File: config.mk
export PLATFORM = sky130hd
export DESIGN_NAME = unlock_seq_dec
export DESIGN_NICKNAME = d
export VERILOG_FILES = /design/src/rtl/unlock_pkg.sv /design/src/rtl/seq_matcher.sv /design/src/rtl/mode_regs.sv /design/src/rtl/boot_guard.sv /design/src/rtl/id_rom.sv /design/src/rtl/unlock_seq_dec.sv
export SDC_FILE = /design/constraint.sdc
export NUM_CORES = 1
export LEC_CHECK = 0
export ABC_AREA = 1
export BUFFER_PORTS_ARGS = -buffer_cell sky130_fd_sc_hd__buf_4
export CAP_MARGIN = 20
export CORE_MARGIN = 2
export CORE_UTILIZATION = 50
export CTS_CLUSTER_SIZE = 10
export DETAILED_ROUTE_END_ITERATION = 6
export PLACE_DENSITY = 0.93
export SLEW_MARGIN = 20
export SYNTH_ARGS = -nofsm -noshare
export SYNTH_HDL_FRONTEND = slang
export SYNTH_SLANG_ARGS = --single-unit
File: constraint.sdc
create_clock -name clk_i -period 3.68 [get_ports clk_i]
set_clock_uncertainty 0.05 [all_clocks]
set_input_delay 1.104 -clock clk_i [delete_from_list [all_inputs] [get_ports clk_i]]
set_output_delay 1.104 -clock clk_i [all_outputs]
set_load 0.1 [all_outputs]
File: src/rtl/unlock_pkg.sv
package unlock_pkg;
  localparam int CMD_W = 15;

  localparam logic [CMD_W-1:0] ADR_A = 15'h5555;
  localparam logic [CMD_W-1:0] ADR_B = 15'h2AAA;

  localparam logic [7:0] C_KEY1   = 8'hAA;
  localparam logic [7:0] C_KEY2   = 8'h55;
  localparam logic [7:0] C_ARM    = 8'hA0;
  localparam logic [7:0] C_EXT    = 8'h80;
  localparam logic [7:0] C_ID_IN  = 8'h90;
  localparam logic [7:0] C_ID_OUT = 8'hF0;
  localparam logic [7:0] C_REL    = 8'h20;
  localparam logic [7:0] C_LOCK   = 8'h40;

  localparam logic [7:0] ID_MFR    = 8'h1F;
  localparam logic [7:0] ID_DEV    = 8'hDA;
  localparam logic [7:0] ST_FREE   = 8'hFE;
  localparam logic [7:0] ST_LOCKED = 8'hFF;

  typedef enum logic [2:0] {
    S_IDLE, S_P1, S_P2, S_X1, S_X2, S_X3, S_LK
  } seq_e;

  typedef struct packed {
    logic       prot_on;
    logic       prot_off;
    logic       id_on;
    logic       id_off;
    logic [1:0] lock;
  } cmd_ev_t;
endpackage

File: src/rtl/seq_matcher.sv
module seq_matcher
  import unlock_pkg::*;
#(
  parameter int ADDR_W = 18
) (
  input  logic              clk_i,
  input  logic              rst_ni,
  input  logic              wr_en_i,
  input  logic [ADDR_W-1:0] wr_addr_i,
  input  logic [7:0]        wr_data_i,
  output cmd_ev_t           ev_o,
  output logic              consumed_o
);
  seq_e state_q, state_d;
  logic at_a, at_b, at_zero, at_top;

  assign at_a    = wr_addr_i[CMD_W-1:0] == ADR_A;
  assign at_b    = wr_addr_i[CMD_W-1:0] == ADR_B;
  assign at_zero = wr_addr_i == '0;
  assign at_top  = wr_addr_i == '1;

  always_comb begin
    state_d    = state_q;
    ev_o       = '0;
    consumed_o = 1'b0;
    if (wr_en_i) begin
      state_d = S_IDLE;
      unique case (state_q)
        S_IDLE, S_X1: begin
          if (at_a && wr_data_i == C_KEY1) begin
            state_d    = (state_q == S_IDLE) ? S_P1 : S_X2;
            consumed_o = 1'b1;
          end
        end
        S_P1, S_X2: begin
          if (at_b && wr_data_i == C_KEY2) begin
            state_d    = (state_q == S_P1) ? S_P2 : S_X3;
            consumed_o = 1'b1;
          end
        end
        S_P2: begin
          if (at_a) begin
            consumed_o = 1'b1;
            unique case (wr_data_i)
              C_ARM:    ev_o.prot_on = 1'b1;
              C_ID_IN:  ev_o.id_on   = 1'b1;
              C_ID_OUT: ev_o.id_off  = 1'b1;
              C_EXT:    state_d      = S_X1;
              default:  consumed_o   = 1'b0;
            endcase
          end
        end
        S_X3: begin
          if (at_a && wr_data_i == C_REL) begin
            ev_o.prot_off = 1'b1;
            consumed_o    = 1'b1;
          end else if (at_a && wr_data_i == C_LOCK) begin
            state_d    = S_LK;
            consumed_o = 1'b1;
          end
        end
        S_LK: begin
          if (at_zero && wr_data_i == 8'h00) begin
            ev_o.lock[0] = 1'b1;
            consumed_o   = 1'b1;
          end else if (at_top && wr_data_i == 8'hFF) begin
            ev_o.lock[1] = 1'b1;
            consumed_o   = 1'b1;
          end
        end
        default: state_d = S_IDLE;
      endcase
    end
  end

  always_ff @(posedge clk_i or negedge rst_ni) begin
    if (!rst_ni) state_q <= S_IDLE;
    else         state_q <= state_d;
  end
endmodule

File: src/rtl/mode_regs.sv
module mode_regs
  import unlock_pkg::*;
#(
  parameter bit PROT_INIT = 1'b0
) (
  input  logic       clk_i,
  input  logic       rst_ni,
  input  cmd_ev_t    ev_i,
  input  logic       load_done_i,
  output logic       prot_o,
  output logic [1:0] lock_o,
  output logic       id_mode_o,
  output logic       win_o
);
  // non-volatile bits: power-up value only, untouched by rst_ni
  logic       prot_q = PROT_INIT;
  logic [1:0] lock_q = 2'b00;
  logic       pend_on_q, pend_off_q, win_q, id_q;

  always_ff @(posedge clk_i) begin
    if (load_done_i && pend_on_q)       prot_q <= 1'b1;
    else if (load_done_i && pend_off_q) prot_q <= 1'b0;
    lock_q <= lock_q | ev_i.lock;
  end

  always_ff @(posedge clk_i or negedge rst_ni) begin
    if (!rst_ni) begin
      pend_on_q  <= 1'b0;
      pend_off_q <= 1'b0;
      win_q      <= 1'b0;
      id_q       <= 1'b0;
    end else begin
      if (ev_i.prot_on) begin
        pend_on_q  <= 1'b1;
        pend_off_q <= 1'b0;
      end else if (ev_i.prot_off) begin
        pend_on_q  <= 1'b0;
        pend_off_q <= 1'b1;
      end else if (load_done_i) begin
        pend_on_q  <= 1'b0;
        pend_off_q <= 1'b0;
      end

      if (ev_i.prot_on || ev_i.prot_off) win_q <= 1'b1;
      else if (load_done_i)              win_q <= 1'b0;

      if (ev_i.id_on)       id_q <= 1'b1;
      else if (ev_i.id_off) id_q <= 1'b0;
    end
  end

  assign prot_o    = prot_q;
  assign lock_o    = lock_q;
  assign id_mode_o = id_q;
  assign win_o     = win_q;
endmodule

File: src/rtl/boot_guard.sv
module boot_guard #(
  parameter int ADDR_W = 18,
  parameter int BOOT_W = 13
) (
  input  logic [ADDR_W-1:0] addr_i,
  input  logic [1:0]        lock_i,
  output logic [1:0]        in_blk_o,
  output logic              hit_locked_o
);
  localparam int TOP_W = ADDR_W - BOOT_W;

  for (genvar b = 0; b < 2; b++) begin : g_blk
    localparam logic [TOP_W-1:0] TAG = (b == 0) ? '0 : '1;
    assign in_blk_o[b] = addr_i[ADDR_W-1:BOOT_W] == TAG;
  end

  assign hit_locked_o = |(in_blk_o & lock_i);
endmodule

File: src/rtl/id_rom.sv
module id_rom
  import unlock_pkg::*;
#(
  parameter int ADDR_W = 18,
  parameter int BOOT_W = 13
) (
  input  logic [ADDR_W-1:0] rd_addr_i,
  input  logic              id_mode_i,
  input  logic [1:0]        lock_i,
  output logic [7:0]        data_o
);
  logic [1:0] in_blk;
  logic       unused_hit;
  logic       st_loc;

  boot_guard #(.ADDR_W(ADDR_W), .BOOT_W(BOOT_W)) u_blk (
    .addr_i      (rd_addr_i),
    .lock_i      (2'b00),
    .in_blk_o    (in_blk),
    .hit_locked_o(unused_hit)
  );

  assign st_loc = rd_addr_i[BOOT_W-1:0] == BOOT_W'(2);

  always_comb begin
    if (!id_mode_i)                 data_o = 8'h00;
    else if (st_loc && in_blk[0])   data_o = lock_i[0] ? ST_LOCKED : ST_FREE;
    else if (st_loc && in_blk[1])   data_o = lock_i[1] ? ST_LOCKED : ST_FREE;
    else if (rd_addr_i[0])          data_o = ID_DEV;
    else                            data_o = ID_MFR;
  end
endmodule

File: src/rtl/unlock_seq_dec.sv
module unlock_seq_dec
  import unlock_pkg::*;
#(
  parameter int ADDR_W    = 18,
  parameter int BOOT_W    = 13,
  parameter bit PROT_INIT = 1'b0
) (
  input  logic              clk_i,
  input  logic              rst_ni,
  input  logic              wr_en_i,
  input  logic [ADDR_W-1:0] wr_addr_i,
  input  logic [7:0]        wr_data_i,
  input  logic              load_done_i,
  input  logic [ADDR_W-1:0] rd_addr_i,
  output logic              prot_o,
  output logic              id_mode_o,
  output logic              lock_lo_o,
  output logic              lock_hi_o,
  output logic              data_gate_o,
  output logic              prog_ok_o,
  output logic              blocked_o,
  output logic [7:0]        id_data_o
);
  cmd_ev_t    ev;
  logic       consumed, win, hit_locked, data_wr;
  logic [1:0] lock, wr_blk;

  seq_matcher #(.ADDR_W(ADDR_W)) u_match (
    .clk_i, .rst_ni, .wr_en_i, .wr_addr_i, .wr_data_i,
    .ev_o      (ev),
    .consumed_o(consumed)
  );

  mode_regs #(.PROT_INIT(PROT_INIT)) u_mode (
    .clk_i, .rst_ni,
    .ev_i       (ev),
    .load_done_i,
    .prot_o,
    .lock_o     (lock),
    .id_mode_o,
    .win_o      (win)
  );

  boot_guard #(.ADDR_W(ADDR_W), .BOOT_W(BOOT_W)) u_guard (
    .addr_i      (wr_addr_i),
    .lock_i      (lock),
    .in_blk_o    (wr_blk),
    .hit_locked_o(hit_locked)
  );

  id_rom #(.ADDR_W(ADDR_W), .BOOT_W(BOOT_W)) u_id (
    .rd_addr_i,
    .id_mode_i(id_mode_o),
    .lock_i   (lock),
    .data_o   (id_data_o)
  );

  assign lock_lo_o   = lock[0];
  assign lock_hi_o   = lock[1];
  assign data_gate_o = !prot_o || win;
  assign data_wr     = wr_en_i && !consumed;
  assign prog_ok_o   = data_wr && data_gate_o && !hit_locked;
  assign blocked_o   = data_wr && !prog_ok_o;
endmodule

Word level (Yosys, flattened, before mapping)
Index checks and enable logic that the tools add are counted.
{ "totals": {"output_inout_bits": 15, "word_cells": 108, "regBits": 10} }
{ "op_classes": {"bitwise_logic": 2, "eq_ne": 21, "n_mux": 46, "reduce_logical": 32} }
{ "op_table": {"columns": ["operator", "count"], "rows": [
  ["== test 8 bit (second input constant)", 6],
  ["two-way mux 8 bit", 4],
  ["two-way mux 1 bit", 28],
  ["two-way mux 3 bit", 7],
  ["== test 18 bit (second input constant)", 1],
  ["zero test 18 bit", 1],
  ["== test 8 x 7 -> 1 bit (second input constant)", 2],
  ["== test 15 x 14 -> 1 bit (second input constant)", 1],
  ["== test 15 bit (second input constant)", 1],
  ["logical AND 1 bit", 14],
  ["== test 13 x 2 -> 1 bit (second input constant)", 1],
  ["one-hot mux 3 bit (4 select lines)", 1],
  ["== test 5 bit (second input constant)", 2],
  ["zero test 5 bit", 2],
  ["== test 3 bit (second input constant)", 3],
  ["== test 8 x 6 -> 1 bit (second input constant)", 1],
  ["zero test 8 bit", 1],
  ["two-way mux 2 bit", 4],
  ["== test 3 x 2 -> 1 bit (second input constant)", 2],
  ["two-way mux 6 bit", 1],
  ["OR reduction 2 bit", 3],
  ["one-hot mux 1 bit (5 select lines)", 1],
  ["zero test 1 bit", 4],
  ["nonzero test 2 bit", 2],
  ["7 further kinds", 8]
]} }

Logic depth before layout (Yosys ltp)
Gate-level depths: netlist (run 1).
{ "logic_depth": {"depth_word": 12, "mapped_depth": 10} }

Cells and area by module
From an unflattened synthesis (run 1), not the netlist that was laid out.
{ "hier_totals": {"cells_unflattened": 291, "hier_area_um2": 1493.9} }
{ "by_module_without_submodules": {"columns": ["mod", "cells_each", "seq_area_each_um2", "area_each_um2", "instances"], "rows": [
  ["seq_matcher", 189, 75.1, 904.6, 1],
  ["mode_regs", 24, 160.2, 242.7, 1],
  ["id_rom", 42, 0.0, 197.7, 1],
  ["boot_guard", 14, 0.0, 57.6, 2],
  ["unlock_seq_dec", 8, 0.0, 33.8, 1]
]} }

Worst setup path after synthesis (run 1)
Ideal clock, no wire load.
{ "synth_path": {"kind": "reg2out", "from": "register u_mode.prot_q, in the netlist u_mode.prot_o", "to": "output blocked_o", "path_buffers": 0, "t_arrival_ns": 3.369, "path_slack_ns": -0.843, "path_stages_with_launch": 5, "path_cell_list": "dfxtp_1 -> nand2_1 -> nand2_1 -> nor2_1 -> nor2_1"} }
{ "synth_between": {"elab_chain_len": 6} }
{ "synth_lines": {"columns": ["element", "line", "text"], "rows": [
  ["start, declared", "mode_regs.sv:16", "logic prot_q = PROT_INIT;"],
  ["start signal, assigned", "mode_regs.sv:21", "if (load_done_i && pend_on_q) prot_q <= 1'b1;"],
  ["start signal, assigned", "mode_regs.sv:22", "else if (load_done_i && pend_off_q) prot_q <= 1'b0;"],
  ["zero test 1 bit", "unlock_seq_dec.sv:60", "assign data_gate_o = !prot_o || win;"],
  ["logical OR 1 bit", "unlock_seq_dec.sv:60", null],
  ["via data_gate_o", "unlock_seq_dec.sv:19", "output logic data_gate_o,"],
  ["logical AND 1 bit (2 in series)", "unlock_seq_dec.sv:62", "assign prog_ok_o = data_wr && data_gate_o && !hit_locked;"],
  ["zero test 1 bit", "unlock_seq_dec.sv:63", "assign blocked_o = data_wr && !prog_ok_o;"],
  ["logical AND 1 bit", "unlock_seq_dec.sv:63", null],
  ["end, declared", "unlock_seq_dec.sv:21", "output logic blocked_o,"]
]} }
The timed path passes the listed nets, and every way through them passes these cells.

Final worst setup path (run 1)
{ "layout_path": {"from": "input wr_data_i[0]", "to": "output prog_ok_o"} }
{ "layout_between": {"elab_chain_len": 10, "word_cells_on_any_way": 31, "classes_between": "eq/ne: 9; mux: 10; reduce/logical: 12"} }
{ "layout_lines": {"columns": ["element", "line", "text"], "rows": [
  ["start, declared", "unlock_seq_dec.sv:12", "input logic [7:0] wr_data_i,"],
  ["== test 8 bit, or another cell as far along", "seq_matcher.sv:44", "unique case (wr_data_i)"],
  ["OR reduction 4 bit (no line), or another cell as far along", null, null],
  ["two-way mux 1 bit (on tied branches)", "seq_matcher.sv:44, seq_matcher.sv:57, seq_matcher.sv:66", null],
  ["two-way mux 1 bit (on tied branches)", "seq_matcher.sv:42, seq_matcher.sv:54, seq_matcher.sv:63", null],
  ["one-hot mux 1 bit (5 select lines) (*)", "seq_matcher.sv:28", "unique case (state_q)"],
  ["two-way mux 1 bit (*)", "seq_matcher.sv:26", "if (wr_en_i) begin"],
  ["zero test 1 bit (*)", "unlock_seq_dec.sv:61", "assign data_wr = wr_en_i && !consumed;"],
  ["logical AND 1 bit (*)", "unlock_seq_dec.sv:61", null],
  ["logical AND 1 bit (*) (2 in series)", "unlock_seq_dec.sv:62", null],
  ["end, declared", "unlock_seq_dec.sv:20", "output logic prog_ok_o,"]
]} }
Every way passes the cells marked *; elsewhere a longest branch is shown, timed or not.

==> results of run 1 <==
## sequential cells by signal (all words and copies together), names as in the netlist
signal / cells
u_match.state_q: 3
u_mode.id_mode_o: 1
u_mode.lock_o: 2
u_mode.pend_off_q: 1
u_mode.pend_on_q: 1
u_mode.prot_o: 1
u_mode.win_o: 1
## metrics by stage
| step | instance area [um2] | cells | hold slack [ps] | setup slack, ps | power (mW) |
|---|---|---|---|---|---|
| 2_1_floorplan | 1318 | 249 | 387.8 | -87.10 | 0.1483 |
| 3_3_place_gp | 1787 | 337 | 401.2 | 124.6 | 0.2076 |
| 3_5_place_dp | 1787 | 337 | 404.8 | 105.8 | 0.2087 |
| 4_1_cts | 1813 | 341 | 428.4 | 99.29 | 0.2882 |
| 5_1_grt | 1833 | 341 | 449.0 | -21.12 | 0.3067 |
| 6_report | 1833 | 341 | 424.5 | 101.3 | 0.2903 |
## worst reg2reg max path: stages (launching register included)
cell,delay (ps)
dfrtp_1,400
inv_1,110
nand2_1,80
nor2_1,180
nand2_1,90
nor2_1,110
nand2_1,80
o211ai_1,100
nand2_1,90
o21ai_0,90
## routing by layer
layer  GRT usage, %  vias up
met2          48.61       76
li1               -      922
met3          6.557        7
met4          5.833        0
met1          32.56      770
met5              0        -
## worst paths after layout
kind | startpoint | end | slack (ps) | depth (start not counted)
min in group asynchronous | rst_ni | u_mode.pend_on_q$_DFFE_PN0P_ | 580 | 1
hold / removal | u_mode.prot_o$_SDFFE_PP1P_ | u_mode.prot_o$_SDFFE_PP1P_ | 420 | 2
setup reg to reg | u_match.state_q[1]$_DFFE_PN0P_ | u_match.state_q[1]$_DFFE_PN0P_ | 2240 | 9
max in group asynchronous | rst_ni | u_mode.id_mode_o$_DFFE_PN0P_ | 2870 | 1
setup / recovery | wr_data_i[0] | prog_ok_o | 100 | 10
hold reg to reg | u_mode.prot_o$_SDFFE_PP1P_ | u_mode.prot_o$_SDFFE_PP1P_ | 420 | 2
## cell families after synthesis
family | synth area share, %
simple gates | 62.99
flops | 18.22
buf+inv | 12.21
compound gates | 6.588
## what timing repair did
action                                  in CTS  in global routing
endpoints found under the setup margin       0                  5
gates resized for setup                      0                  5
hold buffers                                 0                  0
hold endpoints to repair                     0                  0
## power by group through the flow
stage               clock network (mW)  logic, mW  registers (mW)
CTS                             0.0815     0.0974           0.109
floorplan                            0     0.0367           0.112
detailed placement                   0     0.0971           0.112
global route                    0.0869      0.110           0.109
global placement                     0     0.0961           0.112
finish                          0.0813     0.0997           0.109
## cell usage in the layout (no fill, tap or decap)
master / count
nand2_1: 69
buf_4: 61
nor2_1: 58
inv_1: 32
nand3_1: 19
nand4_1: 12
nor3_1: 10
dfrtp_1: 7
nor2_2: 6
o211ai_1: 4
nor2_4: 3
o21ai_0: 3
a21oi_1: 3
clkbuf_4: 3
dfxtp_1: 3
nor4_1: 2
nand2_2: 2
inv_2: 2
nand3_2: 2
or2_1: 1
nor4_2: 1
and3_1: 1
o21bai_1: 1
nor2b_1: 1
nand3b_1: 1
a22oi_2: 1
o21ai_1: 1
clkbuf_1: 1
buf_6: 1
## layout make-up
| class | count | area, um2 |
|---|---|---|
| multi-input cells | 201 | 937.1 |
| fillers | 218 | 621.8 |
| repair buffers | 62 | 469.2 |
| flip-flops and latches | 10 | 235.2 |
| inverters | 34 | 127.6 |
| well taps | 30 | 37.54 |
| clock buffers | 4 | 26.28 |
==> metrics.txt, run 1 <==
routed vias/inst=about 5.2; Max Freq=279.4 MHz; clk sink count=10; ANT cells=0; DRT iter0 DRCs=44; cell mode on critical path=nor2_1; worst vdd ir=0.2687 mV; Seq/Total Area, Yosys=18.22%; Routed WL=3.816 mm; DRT Pass-1 Iters=5; Slew Viols, Final=0; crit path launch type=input port; routed len/inst=about 11 um; setup TNS=0 ps; Synth cell types=25; count of final setup violators=0; vias in the first global route=1492; initial antenna violation count=0; floorplan die height=54.82 um; clk root buf=clkbuf_4; hpwl dp=3.191 mm; met2 WL=between 1.5 and 2 mm; largest net degree at the start of global routing=9; CP Cell Sequence=buf_4 -> nor2_1 -> nand2_2 -> nor2_1 -> nand3_1 -> a21oi_1 -> nor2_1 -> nand3_2 -> nor2_4 -> buf_4; gpl congestion=0.9054; Crit. End Element=output pin; Syn Nets=297; Tightest Pin Transition=332.3 ps; Final nets=360; port buffer count=62; FF+latch count, synth=10; Post-DRT Antenna Nets=0; Max-Cap Viols=0; DRC viols=0; P_int=0.1976 mW; HP Class=reg -> reg; M1 WL=1.586 mm; Boundary Pins=63; Buffers & Inverters on Critical Path=2; count leader, synth=nand2_1; Rel. slew slack=about 78%; final hold violations=0; WS Path Type=in -> out; DR vias=around 1800; final worst path period share=a little over nine tenths; Overflow after GRT=0; Post-Syn Area=0.001291 mm2; Starting Density=52.60%; Ys Warns=0; power per cell area=158.4 mW/mm2; CTS tree=built; worst skew pair latency=270 ps; total CTS buffers=3; Top Family by Delay on Critical Path=simple AND/OR/NAND/NOR gates; LEAKAGE=0.9214 nW; GR Util All Layers=27.22%; WP data arrival=approximately 2400 ps; row cnt=18; share of the synthesized area in the top cell type=between 20% and 30%; fin util=74.67%; DIE AREA=0.003005 mm2; Logic pwr share=34.3%; post-layout min period=3579 ps; cell taking the most area after synthesis=nand2_1; Mapped Avg Cell Area=slightly above 5 um2; core area=0.002455 mm2; share of layout cells above drive strength 1=26.37%; largest cells by area after synthesis=nand2_1 (20%), nor2_1 (19%), dfrtp_1 (14%), inv_1 (9.6%), nand3_1 (7.8%); uppermost layer routed=met4; register share of total power=a little under two fifths; asr flop ratio synth=70.00%; synthesized instance count=249; Reg clk slew, reported paths=60 ps; status=complete, no violations; number of post-CTS setup repair buffers=0; Post-synth EDFFs=0; P_sw=0.09266 mW; met3 wire len=352 um; ys flop type=dfrtp_1; CP max stage delay=220 ps; Critical Path RT=2530 ps; first-pass GRT wire length=5.968 mm; clock network fraction of total power=between 20% and 30%; synth cell count leaders=nand2_1 (70), nor2_1 (64), inv_1 (33), nand3_1 (20), nand4_1 (12); Syn-to-layout area delta=41.96%; slowest cell on the critical path=buf_4; maximum root-to-sink buffer count=2; Die W=54.82 um; Max FO, Critical Path=6; H-tree depth=1; Switching Fraction=31.92%
Power figures use the tool's default switching activity.
==> run 2: changes to the inputs <==
Settings changed: REMOVE_ABC_BUFFERS set to 1.
==> metrics.txt, run 2 (synthesis results as in run 1) <==
status=complete, no violations (unchanged); Gates resized, CTS repair=0 (unchanged); post-layout min period=3545 ps (was 3579 ps); Reg clk slew, reported paths=60 ps (about the same); Max-Cap Viols=0 (unchanged); count of final setup violators=0 (unchanged); WS Path Type=in -> out (unchanged); Routed WL=3.737 mm (was 3.816 mm); DR vias=1780 (was 1775); Syn-to-layout area delta=39.44% (was 41.96%); Layout Cells excl Fill=341 (unchanged); core area=0.002455 mm2 (unchanged); Max FO, Critical Path=2 (was 6); port buffer count=62 (unchanged); WP data arrival=2390 ps (was 2420 ps); GR Util All Layers=25.69% (was 27.22%); Top reg by flops=u_match.state_q (unchanged); Post-DRT Antenna Nets=0 (unchanged); # placed instances=337 (unchanged); register share of total power=36.0% (was 37.7%); share of layout cells above drive strength 1=23.47% (was 26.37%); Logic pwr share=32.1% (was 34.3%); ANT cells=0 (unchanged); routed len/inst=10.96 um (was 11.19 um); P_int=0.2149 mW (was 0.1976 mW); Max Freq=282.1 MHz (was 279.4 MHz); Switching Fraction=29.32% (was 31.92%); routed vias/inst=5.220 (was 5.205); Tightest Pin Transition=438.0 ps (was 332.3 ps); vias in the first global route=1467 (was 1492); Critical Path RT=2530 ps (about the same); final worst path period share=96.34% (was 97.25%); CTS tree=built (unchanged); max reg flops=3 (unchanged); met2 WL=1.766 mm (was 1.835 mm); power per cell area=168.8 mW/mm2 (was 158.4 mW/mm2); number of post-CTS setup repair buffers=0 (unchanged); RSZ-0062 raised after global routing=false; gpl congestion=0.9033 (was 0.9054); Starting Density=52.60% (unchanged); row cnt=18 (unchanged); Rel. slew slack=70.53% (was 77.68%); H-tree depth=1 (unchanged); Overflow after GRT=0 (unchanged); DRT Pass-1 Iters=5 (unchanged); M1 WL=1.535 mm (was 1.586 mm); Slew Viols, Final=0 (unchanged); most frequent cells in the layout=nand2_1 (70), nor2_1 (64), buf_4 (62), inv_1 (33), nand3_1 (20) (was nand2_1 (69), buf_4 (61), nor2_1 (58), inv_1 (32), nand3_1 (19)); uppermost layer routed=met3 (was met4); floorplan die height=54.82 um (unchanged); met3 wire len=436 um (was 352 um); clk root buf=clkbuf_4 (unchanged); Boundary Pins=63 (unchanged); DRC viols=0 (unchanged); HP Class=reg -> reg (unchanged); initial antenna violation count=0 (unchanged); Power, Total=0.3040 mW (was 0.2903 mW); worst vdd ir=0.3332 mV (was 0.2687 mV); clk sink count=10 (unchanged); most common cell after layout, fill and taps aside=nand2_1 (unchanged); first-pass GRT wire length=5.754 mm (was 5.968 mm); Die W=54.82 um (unchanged); crit path launch type=input port (unchanged); Final nets=360 (unchanged); LEAKAGE=0.9238 nW (was 0.9214 nW); DIE AREA=0.003005 mm2 (unchanged); final hold violations=0 (unchanged); DRT iter0 DRCs=61 (was 44); Crit. End Element=output pin (unchanged); hpwl dp=3.238 mm (was 3.191 mm); CTS hold repair buffers=0 (unchanged); largest net degree at the start of global routing=9 (unchanged); P_sw=0.08913 mW (was 0.09266 mW); maximum root-to-sink buffer count=2 (unchanged); worst skew pair latency=260 ps (was 270 ps); clock network fraction of total power=31.9% (was 28.0%); total CTS buffers=3 (unchanged)
## run 2: worst paths after layout
check                                          startpoint                        endpoint  slack [ps]  cells past startpoint
setup / recovery                            rd_addr_i[10]                    id_data_o[7]         130                      8
hold / removal               u_mode.pend_on_q$_DFFE_PN0P_      u_mode.prot_o$_SDFFE_PP1P_         420                      2
setup reg to reg           u_match.state_q[1]$_DFFE_PN0P_  u_match.state_q[1]$_DFFE_PN0P_        2240                      9
hold reg to reg              u_mode.pend_on_q$_DFFE_PN0P_      u_mode.prot_o$_SDFFE_PP1P_         420                      2
max in group asynchronous                          rst_ni  u_match.state_q[2]$_DFFE_PN0P_        2870                      1
min in group asynchronous                          rst_ni    u_mode.id_mode_o$_DFFE_PN0P_         590                      1
## run 2: metrics by stage
stage	cell area (um2)	hold slack [ps]	utilization, %	TNS, ps	setup WS [ps]
floorplan	1261	387.8	-	-11340	-1866
global placement	1764	399.4	71.87	0	182.7
detailed placement	1764	408.8	71.87	0	131.8
CTS	1800	423.5	73.34	0	130.0
global route	1800	450.9	73.34	0	19.56
finish	1800	422.3	73.34	0	134.6
## run 2: layer usage
| metal | vias up | global-route usage (%) |
|---|---|---|
| met5 | - | 0 |
| met4 | 0 | 1.667 |
| met3 | 0 | 6.831 |
| met2 | 90 | 45.63 |
| met1 | 766 | 32.07 |
| li1 | 924 | - |
## run 2: cell type report
| type | instances | area (um2) |
|---|---|---|
| well taps | 30 | 37.54 |
| clock buffers | 4 | 36.28 |
| flip-flops and latches | 10 | 235.2 |
| multi-input cells | 201 | 898.4 |
| inverters | 34 | 127.6 |
| repair buffers | 62 | 465.4 |
| fillers | 230 | 654.4 |
## run 2: worst max-delay path, stage by stage
cell     delay [ps]
buf_4           110
inv_1            80
nand2_1          80
nor4_1          340
and3_1          250
o21ai_0          70
inv_1            80
buf_4           290
## run 2: power by group through the flow
stage	registers (mW)	logic [mW]	clock network [mW]
finish	0.109	0.0977	0.0969
global route	0.109	0.107	0.107
detailed placement	0.112	0.0962	0
CTS	0.109	0.0965	0.0998
floorplan	0.112	0.0355	0
global placement	0.112	0.0951	0
